`config.mk`:
```
export PLATFORM = sky130hd
export DESIGN_NAME = psw_swap_seq
export DESIGN_NICKNAME = d
export VERILOG_FILES = /design/src/rtl/psw_swap_pkg.sv /design/src/rtl/psw_req_arbiter.sv /design/src/rtl/psw_word_merge.sv /design/src/rtl/psw_swap_fsm.sv /design/src/rtl/psw_swap_seq.sv
export SDC_FILE = /design/constraint.sdc
export NUM_CORES = 1
export LEC_CHECK = 0
export BUFFER_PORTS_ARGS = -buffer_cell sky130_fd_sc_hd__buf_2
export CAP_MARGIN = 10
export CORE_ASPECT_RATIO = 1.1
export CORE_MARGIN = 2
export CORE_UTILIZATION = 23
export DETAILED_ROUTE_END_ITERATION = 8
export PLACE_DENSITY = 0.43
export SETUP_SLACK_MARGIN = 0.5
export SKIP_LAST_GASP = 1
export SLEW_MARGIN = 20
export SYNTH_ARGS = -nofsm -noshare
export SYNTH_HDL_FRONTEND = slang
export SYNTH_SLANG_ARGS = --single-unit
```
`constraint.sdc`:
```
create_clock -name clk -period 3.8 [get_ports clk]
set_input_delay 0.76 -clock clk [delete_from_list [all_inputs] [get_ports clk]]
set_output_delay 0.76 -clock clk [all_outputs]
set_load 0.005 [all_outputs]
```
`src/rtl/psw_swap_pkg.sv`:
```
package psw_swap_pkg;
  localparam int PSW_W   = 64;
  localparam int NUM_CLS = 5;

  // vector indices of status-word fields (layout bit b is index 63-b)
  localparam int EXT_EN_IDX  = 56;
  localparam int MCHK_EN_IDX = 50;
  localparam int WAIT_IDX    = 49;
  localparam int IC_HI       = 47;
  localparam int IC_LO       = 32;
  localparam int ILC_HI      = 31;
  localparam int ILC_LO      = 30;

  // value equals priority rank and take_pulse bit
  typedef enum logic [2:0] {
    CLS_MCHK = 3'd0,
    CLS_PROG = 3'd1,
    CLS_SVC  = 3'd2,
    CLS_EXT  = 3'd3,
    CLS_IO   = 3'd4
  } irq_cls_e;

  function automatic logic [7:0] old_slot(irq_cls_e c);
    case (c)
      CLS_EXT:  return 8'h18;
      CLS_SVC:  return 8'h20;
      CLS_PROG: return 8'h28;
      CLS_MCHK: return 8'h30;
      default:  return 8'h38;
    endcase
  endfunction

  function automatic logic [7:0] new_slot(irq_cls_e c);
    return old_slot(c) + 8'h40;
  endfunction
endpackage

```
`src/rtl/psw_req_arbiter.sv`:
```
module psw_req_arbiter #(
  parameter int NUM_CLS = 5
) (
  input  logic [NUM_CLS-1:0] req_vec,
  input  logic [NUM_CLS-1:0] en_vec,
  output logic [NUM_CLS-1:0] grant,
  output logic               any_grant
);
  logic [NUM_CLS-1:0] live;
  logic [NUM_CLS:0]   blocked;

  assign live       = req_vec & en_vec;
  assign blocked[0] = 1'b0;

  // lowest index has highest priority
  for (genvar i = 0; i < NUM_CLS; i++) begin : g_prio
    assign grant[i]     = live[i] & ~blocked[i];
    assign blocked[i+1] = blocked[i] | live[i];
  end

  assign any_grant = blocked[NUM_CLS];
endmodule

```
`src/rtl/psw_word_merge.sv`:
```
module psw_word_merge
  import psw_swap_pkg::*;
#(
  parameter int NUM_CLS = 5
) (
  input  logic [PSW_W-1:0]   cur_word,
  input  logic [NUM_CLS-1:0] grant,
  input  logic [15:0]        mchk_code,
  input  logic [15:0]        prog_code,
  input  logic [15:0]        ext_code,
  input  logic [15:0]        io_code,
  input  logic [7:0]         svc_num,
  input  logic [1:0]         ilc_in,
  output logic [PSW_W-1:0]   merged
);
  logic [15:0] code;

  always_comb begin
    code = io_code;
    if (grant[CLS_MCHK])      code = mchk_code;
    else if (grant[CLS_PROG]) code = prog_code;
    else if (grant[CLS_SVC])  code = {8'h00, svc_num};
    else if (grant[CLS_EXT])  code = ext_code;
  end

  always_comb begin
    merged                = cur_word;
    merged[IC_HI:IC_LO]   = code;
    merged[ILC_HI:ILC_LO] = ilc_in;
  end
endmodule

```
`src/rtl/psw_swap_fsm.sv`:
```
module psw_swap_fsm
  import psw_swap_pkg::*;
#(
  parameter int ADDR_W  = 24,
  parameter int NUM_CLS = 5
) (
  input  logic               clk,
  input  logic               rst_n,
  input  logic [NUM_CLS-1:0] grant,
  input  logic               any_grant,
  input  logic [PSW_W-1:0]   merged,
  input  logic               lpsw_req,
  input  logic [ADDR_W-1:0]  lpsw_addr,
  output logic               mem_req,
  output logic               mem_we,
  output logic [ADDR_W-1:0]  mem_addr,
  output logic [PSW_W-1:0]   mem_wdata,
  input  logic               mem_ack,
  input  logic [PSW_W-1:0]   mem_rdata,
  output logic [NUM_CLS-1:0] take_pulse,
  output logic               install_en,
  output logic [PSW_W-1:0]   install_word,
  output logic               busy
);
  typedef enum logic [1:0] {S_IDLE, S_STORE, S_FETCH, S_INSTALL} st_e;

  st_e                state_q, state_d;
  logic [PSW_W-1:0]   store_q, store_d, fetch_q, fetch_d;
  logic [ADDR_W-1:0]  st_addr_q, st_addr_d, fe_addr_q, fe_addr_d;
  logic [NUM_CLS-1:0] take_q, take_d;
  irq_cls_e           gcls;

  always_comb begin
    gcls = CLS_IO;
    for (int i = NUM_CLS - 1; i >= 0; i--)
      if (grant[i]) gcls = irq_cls_e'(3'(i));
  end

  always_comb begin
    state_d   = state_q;
    store_d   = store_q;
    fetch_d   = fetch_q;
    st_addr_d = st_addr_q;
    fe_addr_d = fe_addr_q;
    take_d    = '0;
    case (state_q)
      S_IDLE: begin
        if (any_grant) begin
          state_d   = S_STORE;
          store_d   = merged;
          st_addr_d = ADDR_W'(old_slot(gcls));
          fe_addr_d = ADDR_W'(new_slot(gcls));
          take_d    = grant;
        end else if (lpsw_req) begin
          state_d   = S_FETCH;
          fe_addr_d = lpsw_addr;
        end
      end
      S_STORE: if (mem_ack) state_d = S_FETCH;
      S_FETCH: if (mem_ack) begin
        state_d = S_INSTALL;
        fetch_d = mem_rdata;
      end
      default: state_d = S_IDLE;
    endcase
  end

  always_ff @(posedge clk or negedge rst_n) begin
    if (!rst_n) begin
      state_q   <= S_IDLE;
      store_q   <= '0;
      fetch_q   <= '0;
      st_addr_q <= '0;
      fe_addr_q <= '0;
      take_q    <= '0;
    end else begin
      state_q   <= state_d;
      store_q   <= store_d;
      fetch_q   <= fetch_d;
      st_addr_q <= st_addr_d;
      fe_addr_q <= fe_addr_d;
      take_q    <= take_d;
    end
  end

  assign mem_req      = (state_q == S_STORE) || (state_q == S_FETCH);
  assign mem_we       = (state_q == S_STORE);
  assign mem_addr     = (state_q == S_STORE) ? st_addr_q : fe_addr_q;
  assign mem_wdata    = store_q;
  assign take_pulse   = take_q;
  assign install_en   = (state_q == S_INSTALL);
  assign install_word = fetch_q;
  assign busy         = (state_q != S_IDLE);


  take_onehot_chk: assert property (@(posedge clk) disable iff (!rst_n)
    $onehot0(take_pulse));


  take_from_idle_chk: assert property (@(posedge clk) disable iff (!rst_n)
    (|take_pulse) |-> ($past(state_q) == S_IDLE));


  mem_hold_chk: assert property (@(posedge clk) disable iff (!rst_n)
    (mem_req && !mem_ack) |=> (mem_req && $stable(mem_addr) && $stable(mem_we)
                               && $stable(mem_wdata)));


  store_then_fetch_chk: assert property (@(posedge clk) disable iff (!rst_n)
    (mem_req && mem_we && mem_ack) |=> (mem_req && !mem_we));
endmodule

```
`src/rtl/psw_swap_seq.sv`:
```
module psw_swap_seq
  import psw_swap_pkg::*;
#(
  parameter int          ADDR_W    = 24,
  parameter logic [63:0] RESET_PSW = 64'h0
) (
  input  logic              clk,
  input  logic              rst_n,
  input  logic              req_mchk,
  input  logic              req_prog,
  input  logic              req_svc,
  input  logic              req_ext,
  input  logic              req_io,
  input  logic [2:0]        io_chan,
  input  logic [15:0]       mchk_code,
  input  logic [15:0]       prog_code,
  input  logic [15:0]       ext_code,
  input  logic [15:0]       io_code,
  input  logic [7:0]        svc_num,
  input  logic [1:0]        ilc_in,
  input  logic              lpsw_req,
  input  logic [ADDR_W-1:0] lpsw_addr,
  output logic              mem_req,
  output logic              mem_we,
  output logic [ADDR_W-1:0] mem_addr,
  output logic [63:0]       mem_wdata,
  input  logic              mem_ack,
  input  logic [63:0]       mem_rdata,
  output logic [63:0]       cur_psw,
  output logic [4:0]        take_pulse,
  output logic              busy,
  output logic              issue_en
);
  logic [PSW_W-1:0]   psw_q, psw_d, merged, install_word;
  logic [NUM_CLS-1:0] req_vec, en_vec, grant;
  logic               any_grant, install_en, io_en;

  assign io_en = (io_chan != 3'd7) && psw_q[PSW_W - 1 - int'(io_chan)];

  always_comb begin
    req_vec           = '0;
    en_vec            = '0;
    req_vec[CLS_MCHK] = req_mchk;
    req_vec[CLS_PROG] = req_prog;
    req_vec[CLS_SVC]  = req_svc;
    req_vec[CLS_EXT]  = req_ext;
    req_vec[CLS_IO]   = req_io;
    en_vec[CLS_MCHK]  = psw_q[MCHK_EN_IDX];
    en_vec[CLS_PROG]  = 1'b1;
    en_vec[CLS_SVC]   = 1'b1;
    en_vec[CLS_EXT]   = psw_q[EXT_EN_IDX];
    en_vec[CLS_IO]    = io_en;
  end

  psw_req_arbiter #(.NUM_CLS(NUM_CLS)) arb_i (
    .req_vec(req_vec), .en_vec(en_vec), .grant(grant), .any_grant(any_grant)
  );

  psw_word_merge #(.NUM_CLS(NUM_CLS)) merge_i (
    .cur_word(psw_q), .grant(grant), .mchk_code(mchk_code),
    .prog_code(prog_code), .ext_code(ext_code), .io_code(io_code),
    .svc_num(svc_num), .ilc_in(ilc_in), .merged(merged)
  );

  psw_swap_fsm #(.ADDR_W(ADDR_W), .NUM_CLS(NUM_CLS)) fsm_i (
    .clk(clk), .rst_n(rst_n), .grant(grant), .any_grant(any_grant),
    .merged(merged), .lpsw_req(lpsw_req), .lpsw_addr(lpsw_addr),
    .mem_req(mem_req), .mem_we(mem_we), .mem_addr(mem_addr),
    .mem_wdata(mem_wdata), .mem_ack(mem_ack), .mem_rdata(mem_rdata),
    .take_pulse(take_pulse), .install_en(install_en),
    .install_word(install_word), .busy(busy)
  );

  always_comb begin
    psw_d = psw_q;
    if (install_en) psw_d = install_word;
  end

  always_ff @(posedge clk or negedge rst_n) begin
    if (!rst_n) psw_q <= RESET_PSW;
    else        psw_q <= psw_d;
  end

  assign cur_psw  = psw_q;
  assign issue_en = !busy && !psw_q[WAIT_IDX];


  ext_mask_chk: assert property (@(posedge clk) disable iff (!rst_n)
    take_pulse[CLS_EXT] |-> $past(psw_q[EXT_EN_IDX]));


  mchk_mask_chk: assert property (@(posedge clk) disable iff (!rst_n)
    take_pulse[CLS_MCHK] |-> $past(psw_q[MCHK_EN_IDX]));


  mchk_first_chk: assert property (@(posedge clk) disable iff (!rst_n)
    (!busy && req_mchk && psw_q[MCHK_EN_IDX]) |=> take_pulse[CLS_MCHK]);


  wait_hold_chk: assert property (@(posedge clk) disable iff (!rst_n)
    (psw_q[WAIT_IDX] || busy) |-> !issue_en);
endmodule

```
* After elaboration in Yosys (flattened, before gate mapping)
Index checks and enable logic that the tools add are counted.
** Word-level totals
- Register bits :: 231
- Bits in latches :: 0
- Bits in writable memories :: 0
- Bits in read-only memories :: 0
- Input port bits :: 174
- Output and inout bits :: 161
- Logic and storage cells :: 70
- Memories kept :: 0
** Operators by class
- $add $sub $neg :: 2
- Multiply operators :: 0
- Div/mod/pow operators :: 0
- $lt $le $gt $ge :: 1
- Equality and inequality tests :: 10
- Shift operators :: 0
- Mux-type cells :: 24
- Bitwise gates (word level) :: 13
- Reduce and logical (&&, ||, !) cells :: 13
** Operators with widths (number)
- two-way mux 24 bit :: 3
- two-way mux 16 bit :: 4
- one-hot mux 6 bit (4 select lines) :: 1
- two-way mux 8 bit :: 2
- two-way mux 3 bit :: 4
- two-way mux 5 bit :: 2
- adder 8 x 7 -> 8 bit, second input constant :: 1
- < comparator 7 x 8 -> 1 bit, second input constant :: 1
- two-way mux 2 bit :: 4
- subtractor 6 x 3 -> 7 bit, first input constant :: 1
- binary-select mux 1 bit (select 6 bit) :: 1
- == test 3 x 2 -> 1 bit, second input constant :: 2
- inequality test 3 bit, second input constant :: 2
- one-hot mux 2 bit (3 select lines) :: 1
- AND reduction 2 bit :: 3
- bitwise AND 5 bit :: 1
- bitwise AND 1 bit :: 4
- == test 2 bit, second input constant :: 2
- NOT 1 bit :: 4
- OR 1 bit :: 4
- nonzero test 2 bit :: 2
- == test 3 x 1 -> 1 bit, second input constant :: 1
- zero test 3 bit :: 1
- AND reduction 3 bit :: 1
- other kinds (8) :: 11

* Logic depth before layout (Yosys ltp)
- Word-level depth :: 20
- Gate-level depth with buffers :: 8
- Depth with buffers taken out :: 7

* Modules after synthesis
From an unflattened synthesis, not the netlist that was laid out.
** Second synthesis, totals
- Cell total of the unflattened synthesis :: 694
- Area, all modules :: 9880.7 um^2
** By module, submodules not included
- psw_swap_fsm :: instances 1, cells each 404, area an instance 6334.8 um^2, seq. area each 4053.9 um^2
- psw_swap_seq :: instances 1, cells each 142, area an instance 2421.1 um^2, seq. area each 1601.5 um^2
- psw_word_merge :: instances 1, cells each 138, area an instance 1062.3 um^2, seq. area each 0.0 um^2
- psw_req_arbiter :: instances 1, cells each 10, area an instance 62.6 um^2, seq. area each 0.0 um^2

* Worst setup path before layout
OpenSTA, ideal clock, no wires.
- Kind :: input -> register
- Start point :: input req_prog
- End point :: register fsm_i.store_q[34], in the netlist fsm_i.mem_wdata[34]
- Library setup time :: 0.125 ns
- Arrival time :: 2.247 ns
- Data required time :: 3.675 ns
- Path slack :: 1.427 ns
- Stages :: 8
- Path buffers :: 4
- Path through :: buf_2 a211oi_1 and2_1 buf_2 a21o_2 buf_6 buf_6 mux2_4
** Between the ends
- Word-level cells in the longest chain between the ends :: 9
** RTL lines
- from (decl) :: RTL line psw_swap_seq.sv:10 : input logic req_prog,
- bitwise AND 5 bit * :: RTL line psw_req_arbiter.sv:12 : assign live = req_vec & en_vec;
- OR 1 bit (2 in series) :: RTL line psw_req_arbiter.sv:18 : assign blocked[i+1] = blocked[i] | live[i];
- NOT 1 bit :: RTL line psw_req_arbiter.sv:17 : assign grant[i] = live[i] & ~blocked[i];
- bitwise AND 1 bit :: RTL line psw_req_arbiter.sv:17
- two-way mux 16 bit :: RTL line psw_word_merge.sv:23 : else if (grant[CLS_EXT]) code = ext_code;
- two-way mux 16 bit :: RTL line psw_word_merge.sv:22 : else if (grant[CLS_SVC]) code = {8'h00, svc_num};
- two-way mux 16 bit :: RTL line psw_word_merge.sv:21 : else if (grant[CLS_PROG]) code = prog_code;
- two-way mux 16 bit :: RTL line psw_word_merge.sv:20 : if (grant[CLS_MCHK]) code = mchk_code;
- to (signal assigned) :: RTL line psw_swap_fsm.sv:78 : store_q <= store_d;
- to (decl) :: RTL line psw_swap_fsm.sv:28 : logic [PSW_W-1:0] store_q, store_d, fetch_q, fetch_d;
Mark *: on every way between the ends. The rest lies on a longest branch, timed or not.
A chain may end at the register's enable or synchronous reset.

* Final worst setup path
- Start point :: register fsm_i.state_q[1]
- End point :: output mem_addr[3]
** Between the ends
- Word-level cells in the longest chain between the ends :: 2
** RTL lines
- from (decl) :: RTL line psw_swap_fsm.sv:27 : st_e state_q, state_d;
- from (signal assigned) :: RTL line psw_swap_fsm.sv:77 : state_q <= state_d;
- == test 2 x 1 -> 1 bit :: RTL line psw_swap_fsm.sv:88 : assign mem_addr = (state_q == S_STORE) ? st_addr_q : fe_addr_q;
- two-way mux 24 bit :: RTL line psw_swap_fsm.sv:88
- to (decl) :: RTL line psw_swap_seq.sv:25 : output logic [ADDR_W-1:0] mem_addr,
Every way passes these cells.

==> results_dict.tcl <==
set metrics [dict create \
    synth_nets 868 \
    required_ns 3.04 \
    grt_antenna_before_repair 7 \
    layout.cells.non_filler 1570 \
    critPathCapture "mem_addr[3]" \
    slew_headroom_pct 44.21 \
    end_kind "primary output" \
    worst-setup-path-type "reg -> out" \
    synth.avg_cell_area_sq_um 14.13 \
    drtPass1Iterations 4 \
    outcome "completed" \
    final_cell_area_sq_um 12660 \
    clock_path_buffers 3 \
    yosysMostFrequentCell "dfrtp_1" \
    die_x_microns 200.1 \
    p_comb_share_pct 36.7 \
    start_util_pct 23.17 \
    p_sw_share_pct 30.97 \
    reg2reg_depth 6 \
    drive_gt1_share_pct 59.54 \
    power_frac_clock_pct 23.8 \
    htreeDepth 1 \
    setup_viol 0 \
    portBuffers 334 \
    ys_ff_latch 226 \
    max_cap_viol_count 0 \
    syn_area_sq_um 9733 \
    p_switching_mw 3.307 \
    fmax_ghz 0.3472 \
    post_cts_resized 0 \
    period_minus_slack_ns 2.880 \
    cp_cell_sequence "inv_1 -> ha_1 -> buf_4 -> mux2_2 -> buf_2" \
    wl_microns 26780 \
    die_h_microns 219.8 \
    r2r_slack_ns 1.44 \
    drt-vias-per-instance 4.134 \
    cts-root-buf "clkbuf_16" \
    place_inst 1521 \
    worst_pin_slew_ns 0.8368 \
    clk_pin_slew_ns 0.06 \
    io_pins 335 \
    overflow 0 \
    synth_top_area_share_pct 58.11 \
    reg2reg_from "fsm_i.state_q[1]$_DFFE_PN0P_" \
    seq_power_share_pct 39.6 \
    cts_hold_buf 0 \
    grt_pass1_wl_microns 40880 \
    crit_path_top_delay_cell "dfrtp_1" \
    yosys_warnings 0 \
    placed_area_sq_um 11790 \
    grtUsageTotal_pct 11.85 \
    numClockSinks 226 \
    final_max_slew_viol_count 0 \
    dp_hpwl_microns 18980 \
    hold_slack_ns 0.3024 \
    core-area_sq_um 42010 \
    worst_slack_ns 0.9201 \
    nFillCells 4330 \
    power_mw 10.68 \
    max_stage_delay_ns 0.44 \
    timing.rr.end "fsm_i.mem_wdata[30]$_DFFE_PN0P_" \
    synth_edf_count 0 \
    netlist_instances 689 \
    arrival_ns 2.12 \
    ant_nets 0 \
    p_int_mw 7.372 \
    cts_setup_buffers 0 \
    worst-path-max-fanout 26 \
    place_ws_ns 0.9998 \
    yosysSeqAreaShare_pct 58.11 \
    cts_tree "yes" \
    cts-buffers-inserted 27 \
    drt_iter0_drc 281 \
    grt_max_degree 107 \
    fin_tns_setup_ns 0 \
    drc 0 \
    insertion_delay_ns 0.54 \
    wl_per_cell_microns 17.06 \
    grt_pass1_vias 6814 \
    peakVddDrop_mv 0.3403 \
    place.gp.congestion 0.8598 \
    rsz0062_at_grt "no" \
    power.leakage_nw 6.095 \
    synth_top_cells_by_area "dfrtp_1 (58%), mux2_2 (20%), mux2_4 (4.5%)" \
    min_path_type "in -> async" \
    period_share_pct 75.79 \
    hold_viol_final 0 \
    final_util_pct 30.14 \
    synthArstFlopShare_pct 100.0 \
    area_delta_synth_final_pct 30.11 \
    synth_area_leader_cell "dfrtp_1" \
    worst_setup_path_start_kind "register" \
    pwr_density_cell_nw_per_um2 843.3 \
    routed-via-count 6491 \
    startpoint "fsm_i.state_q[1]$_DFFE_PN0P_" \
    nets 1162 \
    synth.distinct_cells 33 \
    synthFlopType "dfrtp_1" \
    synth_top_cells_by_count "dfrtp_1 (226), mux2_2 (169), buf_4 (48)" \
    placementRows 79 \
    dieArea_sq_um 43980 \
    skew_ns 0.01071 \
]
-- per-layer routing --
metal  vias to the layer above  share of wire, %  track usage, %
li1                       2986                 -               -
met1                      3212                42           14.49
met2                       237                47           19.32
met3                        48               9.1           4.510
met4                         8               2.2           3.706
met5                         -              0.20               0
-- worst min-delay path by stage --
stage | start | endpoint | depth (start not counted)
final | rst_n | fsm_i.install_word[31]$_DFFE_PN0P_ | 1
after global routing | rst_n | fsm_i.install_word[30]$_DFFE_PN0P_ | 1
after CTS | rst_n | fsm_i.install_word[34]$_DFFE_PN0P_ | 1
after detailed placement | fsm_i.fe_addr_q[14]$_DFFE_PN0P_ | fsm_i.fe_addr_q[14]$_DFFE_PN0P_ | 1
after global placement | fsm_i.fe_addr_q[4]$_DFFE_PN0P_ | fsm_i.fe_addr_q[4]$_DFFE_PN0P_ | 1
after floorplan | rst_n | cur_psw[0]$_DFFE_PN0N_ | 0
-- power by group through the flow --
stage | Sequential, mW | Combinational [mW] | Clock (mW)
floorplan | 4.13 | 2.78 | 0
global placement | 4.26 | 3.97 | 0
detailed placement | 4.28 | 4.00 | 0
CTS | 4.25 | 4.02 | 2.65
global route | 4.39 | 4.30 | 2.74
finish | 4.22 | 3.92 | 2.54
-- cells in the final DEF, fill, tap and decap left out, types with 10 or more instances in the layout --
master / instances
dfrtp_1: 226
buf_4: 12
mux2i_1: 12
a22o_1: 20
nand2_1: 10
mux2_4: 29
o21ai_0: 10
nor2_1: 19
buf_2: 333
nor2b_1: 28
a21oi_1: 12
mux2_2: 169
clkbuf_16: 27
-- registers in the layout (all words and copies together) (netlist names) --
| signal | cells |
|---|---|
| cur_psw | 64 |
| fsm_i.fe_addr_q | 24 |
| fsm_i.install_word | 64 |
| fsm_i.mem_wdata | 64 |
| fsm_i.st_addr_q | 3 |
| fsm_i.state_q | 2 |
| fsm_i.take_pulse | 5 |
-- cell type report --
cell class / count / area [sq um] / share of cell area, %
Tap cell: 567 / 709.4 / 5.602
Inverter: 9 / 33.78 / 0.2668
Sequential cell: 226 / 5655 / 44.66
Clock inverter: 4 / 45.04 / 0.3557
Timing Repair Buffer: 350 / 1852 / 14.62
Multi-Input combinational cell: 369 / 3537 / 27.93
Antenna cell: 2 / 5.005 / 0.03952
Clock buffer: 43 / 825.8 / 6.521
-- worst max-delay path: cells and delay by family, from the launching register on --
| family | cells | cell delay, ns |
|---|---|---|
| fa+ha+maj | 1 | 0.17 |
| buf+inv | 3 | 0.60 |
| flops | 1 | 0.44 |
| mux | 1 | 0.38 |
-- cells by family (layout without fill, tap and decap cells) --
logic type	count (synthesis)	count (layout)	synth area share (%)
flops	226	226	58.11
simple gates	77	77	4.319
other cells	0	2	0
fa+ha+maj	5	5	0.6428
mux	210	210	25.26
compound gates	77	77	5.772
buf+inv	94	406	5.900
No activity file was read; power rests on OpenSTA's default activity.
